**src/rtl/gpio_bank_pkg.sv**
```systemverilog
package gpio_bank_pkg;
  localparam int ADDR_W      = 7;
  localparam int OE_BASE     = 5;   // bank b output-enable at OE_BASE + b
  localparam int VAL_BASE    = 9;   // bank b output-value  at VAL_BASE + b
  localparam int DBG_SEL_ADR = 14;  // per-bank debug select
endpackage

```
**src/rtl/gpio_mask_reg.sv**
```systemverilog
// One bank-wide register with a per-bit masked update.
module gpio_mask_reg #(
  parameter int W = 16
) (
  input  logic         clk,
  input  logic         rst_n,
  input  logic         hit,
  input  logic [W-1:0] upd_mask,
  input  logic [W-1:0] upd_val,
  output logic [W-1:0] q
);
  always_ff @(posedge clk or negedge rst_n) begin
    if (!rst_n)   q <= '0;
    else if (hit) q <= (q & ~upd_mask) | (upd_val & upd_mask);
  end
endmodule

```
**src/rtl/gpio_pin_mux.sv**
```systemverilog
// Pin value priority: debug, then overlay, then stored value.
module gpio_pin_mux #(
  parameter int W = 16
) (
  input  logic         dbg_on,
  input  logic [W-1:0] dbg_bits,
  input  logic [W-1:0] ovl_mask,
  input  logic [W-1:0] ovl_bits,
  input  logic [W-1:0] reg_bits,
  output logic [W-1:0] pin_bits
);
  logic [W-1:0] merged;
  always_comb begin
    merged   = (reg_bits & ~ovl_mask) | (ovl_bits & ovl_mask);
    pin_bits = dbg_on ? dbg_bits : merged;
  end
endmodule

```
**src/rtl/gpio_mask_bank.sv**
```systemverilog
module gpio_mask_bank
  import gpio_bank_pkg::*;
#(
  parameter int NBANK  = 4,
  parameter int BANK_W = 16
) (
  input  logic                    clk,
  input  logic                    rst_n,
  input  logic                    wr_en,
  input  logic [ADDR_W-1:0]       wr_addr,
  input  logic [2*BANK_W-1:0]     wr_data,
  input  logic [NBANK*BANK_W-1:0] dbg_val,
  input  logic [NBANK*BANK_W-1:0] atr_mask,
  input  logic [NBANK*BANK_W-1:0] atr_val,
  output logic [NBANK*BANK_W-1:0] pad_out,
  output logic [NBANK*BANK_W-1:0] pad_oe
);
  localparam int PINS = NBANK * BANK_W;

  logic [BANK_W-1:0] wmask, wval;
  logic [NBANK-1:0]  dbg_sel_q;
  logic [PINS-1:0]   val_q;

  assign wmask = wr_data[2*BANK_W-1:BANK_W];
  assign wval  = wr_data[BANK_W-1:0];

  always_ff @(posedge clk or negedge rst_n) begin
    if (!rst_n) dbg_sel_q <= '0;
    else if (wr_en && wr_addr == ADDR_W'(DBG_SEL_ADR)) dbg_sel_q <= wr_data[NBANK-1:0];
  end

  for (genvar b = 0; b < NBANK; b++) begin : g_bank
    logic hit_oe, hit_val;
    assign hit_oe  = wr_en && (wr_addr == ADDR_W'(OE_BASE + b));
    assign hit_val = wr_en && (wr_addr == ADDR_W'(VAL_BASE + b));

    gpio_mask_reg #(.W(BANK_W)) u_oe (
      .clk(clk), .rst_n(rst_n), .hit(hit_oe),
      .upd_mask(wmask), .upd_val(wval),
      .q(pad_oe[b*BANK_W +: BANK_W])
    );

    gpio_mask_reg #(.W(BANK_W)) u_val (
      .clk(clk), .rst_n(rst_n), .hit(hit_val),
      .upd_mask(wmask), .upd_val(wval),
      .q(val_q[b*BANK_W +: BANK_W])
    );

    gpio_pin_mux #(.W(BANK_W)) u_mux (
      .dbg_on(dbg_sel_q[b]),
      .dbg_bits(dbg_val[b*BANK_W +: BANK_W]),
      .ovl_mask(atr_mask[b*BANK_W +: BANK_W]),
      .ovl_bits(atr_val[b*BANK_W +: BANK_W]),
      .reg_bits(val_q[b*BANK_W +: BANK_W]),
      .pin_bits(pad_out[b*BANK_W +: BANK_W])
    );
  end
endmodule

```
**config.mk**
```make
export PLATFORM = sky130hd
export DESIGN_NAME = gpio_mask_bank
export DESIGN_NICKNAME = d
export VERILOG_FILES = /design/src/rtl/gpio_bank_pkg.sv /design/src/rtl/gpio_mask_reg.sv /design/src/rtl/gpio_pin_mux.sv /design/src/rtl/gpio_mask_bank.sv
export SDC_FILE = /design/constraint.sdc
export NUM_CORES = 1
export LEC_CHECK = 0
export ABC_AREA = 1
export CAP_MARGIN = 20
export CORE_AREA = 3 3 141 143
export DETAILED_ROUTE_END_ITERATION = 16
export DIE_AREA = 0 0 144 146
export PLACE_DENSITY_LB_ADDON = 0.25
export SETUP_SLACK_MARGIN = 0.02
export SYNTH_ARGS = -nofsm -noshare
export SYNTH_HDL_FRONTEND = slang
export SYNTH_SLANG_ARGS = --single-unit
```
**constraint.sdc**
```tcl
create_clock -name clk -period 2.97 [get_ports clk]
set_input_delay 0.594 -clock clk [delete_from_list [all_inputs] [get_ports clk]]
set_output_delay 0.594 -clock clk [all_outputs]
set_load 0.02 [all_outputs]
```
# [Word level (Yosys, flattened, before mapping)]
# Cells that the tools add are included.
[op_classes] add_sub_neg=0 n_mul=0 div_mod_pow=0 n_lt_le_gt_ge=0 n_eq_ne=9 shift=0 muxes=4 n_bitwise=34 reduce_logical=9
[ops] operator="$and A16 B16 Y16" n=17
[ops] operator="$or A16 B16 Y16" n=12
[ops] operator="$not A16 Y16" n=5
[ops] operator="$mux W16" n=4
[ops] operator="$eq A7 B4 Y1 const B" n=6
[ops] operator="$eq A7 B3 Y1 const B" n=3
[ops] operator="$logic_and A1 B1 Y1" n=9
[totals] ff_bits=132 latch_bits=0 ramBits=0 rom_bits=0 in_bits=234 word_cells=65 memories=0

# [Depth between registers and ports, before layout]
# Gate-level depths: netlist (run 1).
[logic_depth] ltp_word=4 depth_mapped=8

# [Cells and area by module]
# From an unflattened synthesis (run 1), not the netlist that was laid out.
[hier_totals] cells_unflattened=1237 hier_area_um2=8276.7
[modules_own_cells] module="gpio_mask_reg" instances=8 cells_each=83 area_each_um2=694.4
[modules_own_cells] module="gpio_pin_mux" instances=4 cells_each=132 area_each_um2=600.6
[modules_own_cells] module="gpio_mask_bank" instances=1 cells_each=45 area_each_um2=319.1

# [Worst setup path after synthesis (run 1)]
# OpenSTA, ideal clock, no wires.
[synth_path] kind="register to output" start="reg dbg_sel_q[3]" end="out pad_out[53]" arrival_time_ns=1.319 required_time_ns=2.376 setup_slack_ns=1.057 path_stages_with_launch=6 path_buffers=2 path_cell_list="dfrtp_1 -> buf_2 -> inv_1 -> clkbuf_1 -> nor2_1 -> a21oi_1"
[synth_between] elab_chain_cells=1
[synth_rtl] item="start, declared" line="gpio_mask_bank.sv:21" rtl="logic [NBANK-1:0] dbg_sel_q;"
[synth_rtl] item="start signal, assigned" line="gpio_mask_bank.sv:29" rtl="else if (wr_en && wr_addr == ADDR_W'(DBG_SEL_ADR)) dbg_sel_q <= wr_data[NBANK-1:0];"
[synth_rtl] item="$mux W16" line="gpio_pin_mux.sv:15" rtl="pin_bits = dbg_on ? dbg_bits : merged;"
[synth_rtl] item="end, declared" line="gpio_mask_bank.sv:15" rtl="output logic [NBANK*BANK_W-1:0] pad_out,"
# No other way between the ends.

# [Worst setup path in the final report (run 1)]
[layout_path] start="reg dbg_sel_q[0]" end="out pad_out[7]"
# The elaborated chain is that of the path after synthesis.

==> flow_metrics.tcl, run 1 <==
set metrics [dict create \
    run_status "finished clean" \
    clkTransAtPathRegs_ns 0.06 \
    ys_top_cells_by_area "sky130_fd_sc_hd__dfrtp_1, sky130_fd_sc_hd__nand2_1, sky130_fd_sc_hd__nand4_1" \
    tritoncts.num_buffers 17 \
    buffer_ports.inserted 361 \
    synthDominantAreaCellType "sky130_fd_sc_hd__dfrtp_1" \
    vias_in_the_first_global_route 8379 \
    cellPowerDensity_nw_per_um2 464.2 \
    post-route-period-util_pct 91.69 \
    route.detailed.vias_per_inst 5.524 \
    endpoint_kind "output port" \
    synth.top_cell.area_share_pct 40.65 \
    timing.max_cap.violations 0 \
    post-route-util_pct 65.02 \
    area_of_the_placeable_core_um2 18710 \
    clock_latency_ns 0.41 \
    ys_warn_count 0 \
    number_of_pins_exceeding_their_max_slew_limit_in_the_final_report 0 \
    design_power_total_mw 5.645 \
    placement.setup.worst_slack_ns 0.3882 \
    grt_pass1_wl_um 47120 \
    cts_num_sinks 132 \
    cts.htree.levels 4 \
    synth_cells 1131 \
    intPower_mw 4.033 \
    placed_area_um2 11520 \
    nNetsFinal 1650 \
    num_io_pins 362 \
    sort_of_element_at_the_start_of_the_critical_path "flip-flop" \
    period_needed_ns 2.723 \
    setup_total_negative_slack_ns 0 \
    ctsResizeCount 0 \
    global_route_congestion_overflow_total 0 \
    cp_slowest_cell "sky130_fd_sc_hd__clkdlybuf4s50_1" \
    ratio_of_cells_with_drive_above_1_in_the_final_layout_pct 5.108 \
    std_cell_rows 50 \
    cts.repair_timing.setup_buffer_count 0 \
    ctsHoldBuffers 0 \
    die_width_um 144 \
    worst-endpoint-required_ns 2.38 \
    floorplan.die.height_um 146 \
    worst-slew-pin-transition_ns 0.9299 \
    globalRouteTotalUtil_pct 28.83 \
    static-leakage-power_nw 5.559 \
    place.detailed.hpwl_um 22000 \
    min_path_type "input pin to async pin" \
    cp_cell_sequence "inv_1 -> nor2_1 -> a21oi_1 -> clkdlybuf4s50_1" \
    finalWirelength_um 31680 \
    switching_part_of_the_total_power_pct 28.57 \
    worst-endpoint-arrival_ns 2.13 \
    fmaxAchievable_ghz 0.3672 \
    maxSlewHeadroom_pct 38.01 \
    grt_start_max_net_pins 97 \
    die_area_um2 21020 \
    postSynthNetCount 1365 \
    route.detailed.drc 0 \
    final.setup.worst_slack_ns 0.2467 \
    share_comb_of_total_power_pct 24.8 \
    synth.cell_area_um2 8125 \
    clk_path_buf_depth 2 \
    cts-root-buf "sky130_fd_sc_hd__clkbuf_16" \
    finalHoldViolCount 0 \
    synthDistinctLibCells 21 \
    seq_area_frac_synth_pct 40.65 \
    finClkSkew_ns 0 \
    critical_path.max_fanout 16 \
    initial_standard_cell_utilization_of_the_core_pct 43.44 \
    drt.antenna.violating_nets 0 \
    cts_tree "yes" \
    yosys_register_bits 132 \
    critical_path_class "flip-flop to output port" \
    finalSetupViolCount 0 \
    area_growth_syn_to_layout_pct 49.68 \
    detailroute.via_count 9187 \
    power.ir.vdd_worst_v 0.0003257 \
    critical_path.max_stage_delay_ns 0.64 \
    first_iter_violations 657 \
    crit_buf_inv 2 \
    gp_congestion 0.8723 \
    syn_area_per_cell_um2 7.184 \
    unrepaired_setup_endpoints_after_global_routing "no" \
    critical_path.top_delay_family "buffers and inverters" \
    final_design_area_no_fill_um2 12160 \
    power.net_switching_mw 1.613 \
    power.clock.fraction_pct 40.8 \
    drt_first_pass_iters 5 \
    avgRoutedWirePerCell_um 19.05 \
    antenna_found_initial 0 \
    diodes 0 \
    sequentialPowerShare_pct 34.5 \
]
[worst paths after layout]
| path | from | end | slack [ns] | cells after the start |
|---|---|---|---|---|
| min in group clk | flip-flop | flip-flop | 0.47 | 2 |
| worst min-delay path | rst_n | async pin | 0.17 | 1 |
| worst max register to register | dbg_sel_q[3] | dbg_sel_q[3] | 2.09 | 3 |
| worst min register to register | flip-flop | flip-flop | 0.47 | 2 |
| max in group asynchronous | rst_n | async pin | 2.00 | 2 |
| worst max-delay path | dbg_sel_q[0] | pad_out[7] | 0.25 | 4 |
[through the flow]
| stage | hold WS, ns | cells |
|---|---|---|
| 6_report | 0.1735 | 1663 |
| 5_1_grt | 0.2392 | 1663 |
| 4_1_cts | 0.2335 | 1663 |
| 3_5_place_dp | 0.4569 | 1631 |
| 3_3_place_gp | 0.4521 | 1631 |
| 2_1_floorplan | 0.2984 | 1131 |
[final cells by class]
class                   instances  area (um^2)
clock buffers                  19        432.9
multi-input cells             809         3847
well taps                     234        292.8
inverters                      79        296.5
flip-flops and latches        132         3303
repair buffers                377         3782
clock inverters                13        206.4
fillers                      1640         6544
[worst register-to-register path: cells and delay by family (launching register included)]
family                 cells  cell delay [ns]
AND/OR/NAND/NOR            2             0.13
buffers and inverters      1             0.23
flip-flops                 1             0.41
[power groups by stage]
| stage | sequential, mW | combinational [mW] | clock (mW) |
|---|---|---|---|
| after detailed placement | 1.98 | 1.40 | 0 |
| after global routing | 1.95 | 1.49 | 2.40 |
| after global placement | 1.97 | 1.38 | 0 |
| after floorplan | 2.01 | 0.573 | 0 |
| final | 1.95 | 1.40 | 2.30 |
| after CTS | 1.94 | 1.40 | 2.32 |
[synthesized netlist by cell type, drive strengths merged]
cell and instances:
a21oi 128, buf 82, clkbuf 29, clkinv 1, dfrtp 132, inv 78
nand2 338, nand3 117, nand4 144, nor2 82
[placed cells by master (no fill, tap or decap), drive strengths merged]
| cell | n |
|---|---|
| clkdlybuf4s50 | 359 |
| nand2 | 338 |
| nand4 | 144 |
| dfrtp | 132 |
| a21oi | 128 |
| nand3 | 117 |
| nor2 | 82 |
| inv | 79 |
| clkbuf | 19 |
| buf | 18 |
| clkinv | 6 |
| bufinv | 5 |
| clkinvlp | 2 |
[routing by layer]
metal | global-route usage (%) | part of all wire [%]
met5 | 0 | 0
met4 | 9.322 | 2.4
met3 | 6.080 | 9.2
met2 | 49.05 | 50
met1 | 36.34 | 38
[cell families after synthesis]
| logic type | Yosys count | synth area share (%) |
|---|---|---|
| and+or+nand+nor | 681 | 39.41 |
| DFF | 132 | 40.65 |
| AOI/OAI and AO/OA | 128 | 7.884 |
| buffers and inverters | 190 | 12.06 |
(Power assumes the default switching activity.)
==> run 2: changes to the inputs <==
--- a/config.mk
+++ b/config.mk
@@ -11,7 +11,7 @@
 export DETAILED_ROUTE_END_ITERATION = 16
 export DIE_AREA = 0 0 144 146
 export PLACE_DENSITY_LB_ADDON = 0.25
-export SETUP_SLACK_MARGIN = 0.02
+export SETUP_SLACK_MARGIN = 0.3
 export SYNTH_ARGS = -nofsm -noshare
 export SYNTH_HDL_FRONTEND = slang
 export SYNTH_SLANG_ARGS = --single-unit
==> run 2 against run 1 <==
  * Die area unchanged
  * Design area increased by 0.32%
  * First-iteration DRC count decreased by 1.2%
  * Critical path depth unchanged
  * Combinational power about the same
  * Clock power about the same
  * Maximum frequency increased by 5.4%
  * Critical endpoint is now pad_out[22]
==> flow_metrics.tcl, run 2 (synthesis results as in run 1) <==
set metrics [dict create \
    mostFrequentLayoutCells "sky130_fd_sc_hd__clkdlybuf4s50_1, sky130_fd_sc_hd__nand2_1, sky130_fd_sc_hd__nand4_1" \
    final.setup.worst_slack_ns 0.3860 \
    power.ir.vdd_worst_v 0.0003260 \
    critical_path_class "flip-flop to output port" \
    globalRouteTotalUtil_pct 28.82 \
    cts.htree.levels 4 \
    area_of_the_placeable_core_um2 18710 \
    period_needed_ns 2.584 \
    place.detailed.hpwl_um 22000 \
    design_power_total_mw 5.648 \
    ctsHoldBuffers 0 \
    drt.antenna.violating_nets 0 \
    num_io_pins 362 \
    floorplan.die.height_um 146 \
    die_width_um 144 \
    cellPowerDensity_nw_per_um2 462.9 \
    std_cell_rows 50 \
    clkTransAtPathRegs_ns 0.06 \
    cts_tree "yes" \
    cp_slowest_cell "sky130_fd_sc_hd__clkdlybuf4s50_1" \
    detailroute.via_count 9121 \
    maxSlewHeadroom_pct 38.01 \
    worst-endpoint-arrival_ns 1.99 \
    route.detailed.drc 0 \
    critical_path.max_stage_delay_ns 0.64 \
    fmaxAchievable_ghz 0.3870 \
    antenna_found_initial 0 \
    placement.setup.worst_slack_ns 0.3882 \
    initial_standard_cell_utilization_of_the_core_pct 43.44 \
    tritoncts.num_buffers 17 \
    worst-slew-pin-transition_ns 0.9298 \
    placed_area_um2 11520 \
    grt_pass1_wl_um 47110 \
    clock_latency_ns 0.41 \
    crit_start "dbg_sel_q[1]" \
    endpoint_kind "output port" \
    cts_num_sinks 132 \
    timing.max_cap.violations 0 \
    number_of_pins_exceeding_their_max_slew_limit_in_the_final_report 0 \
    mostFrequentLayoutCell "sky130_fd_sc_hd__clkdlybuf4s50_1" \
    post-route-period-util_pct 87.00 \
    finalSetupViolCount 0 \
    finalHoldViolCount 0 \
    buffer_ports.inserted 361 \
    sort_of_element_at_the_start_of_the_critical_path "flip-flop" \
    nNetsFinal 1651 \
    worst-endpoint-required_ns 2.38 \
    die_area_um2 21020 \
    area_growth_syn_to_layout_pct 50.15 \
    grt_start_max_net_pins 97 \
    final_design_area_no_fill_um2 12200 \
    finClkSkew_ns 0 \
    setup_total_negative_slack_ns 0 \
    worst_path_most_repeated_cell "sky130_fd_sc_hd__a21oi_1" \
    global_route_congestion_overflow_total 0 \
    min_path_type "input pin to async pin" \
    ratio_of_cells_with_drive_above_1_in_the_final_layout_pct 5.455 \
    finalWirelength_um 31570 \
    reg2reg_from "dbg_sel_q[1]" \
    cts-root-buf "sky130_fd_sc_hd__clkbuf_16" \
    run_status "finished clean" \
    route.detailed.vias_per_inst 5.481 \
    diodes 0 \
    first_iter_violations 649 \
    clk_path_buf_depth 2 \
    avgRoutedWirePerCell_um 18.97 \
    static-leakage-power_nw 5.567 \
    cp_cell_sequence "buf_4 -> a21oi_1 -> a21oi_1 -> clkdlybuf4s50_1" \
    unrepaired_setup_endpoints_after_global_routing "yes" \
    drt_first_pass_iters 5 \
    gp_congestion 0.8723 \
    critical_path.max_fanout 17 \
    vias_in_the_first_global_route 8374 \
]
-- run 2: path summary, 6_finish.rpt --
check,endpoint,slack [ns],cells after the start
setup / recovery,pad_out[22],0.39,4
hold / removal,async pin,0.18,1
setup reg to reg,dbg_sel_q[1],2.09,3
hold reg to reg,flip-flop,0.47,2
max in group asynchronous,async pin,2.00,2
min in group clk,flip-flop,0.47,2
-- run 2: metrics by stage --
step | util (%) | instances | hold slack [ns]
6_report | 65.22 | 1664 | 0.1848
5_1_grt | 65.22 | 1664 | 0.2392
4_1_cts | 65.10 | 1663 | 0.2335
3_5_place_dp | 61.60 | 1631 | 0.4569
3_3_place_gp | 61.60 | 1631 | 0.4521
2_1_floorplan | - | 1131 | 0.2984
-- run 2: worst max-delay path: cells and delay by family, from the launching register on --
family	cells	cell delay, ns
buffers and inverters	2	0.90
DFF	1	0.41
AOI/OAI and AO/OA	2	0.27
-- run 2: power by group --
group	switching [mW]	internal [mW]
combinational	0.742	0.662
sequential	0.0616	1.89
clock	0.806	1.49
-- run 2: layer usage --
metal / track usage [%] / vias up / share of wire (%) / routed length (um)
li1: - / 4356 / - / -
met1: 36.32 / 4279 / 39 / 12290
met2: 49.05 / 439 / 50 / 15750
met3: 6.080 / 47 / 8.7 / 2761
met4: 9.322 / 0 / 2.5 / 779
met5: 0 / - / 0 / 0
-- run 2: layout make-up --
| class | count | area (um^2) |
|---|---|---|
| timing repair buffer | 378 | 3806 |
| multi-input combinational | 809 | 3847 |
| tap | 234 | 292.8 |
| clock inverter | 13 | 206.4 |
| clock buffer | 19 | 432.9 |
| sequential | 132 | 3303 |
| fill | 1632 | 6505 |
| inverter | 79 | 311.5 |
-- run 2: timing repair --
item	CTS	global route
resized for setup	4	1
endpoints found under the setup margin	36	3
buffers inserted	0	1
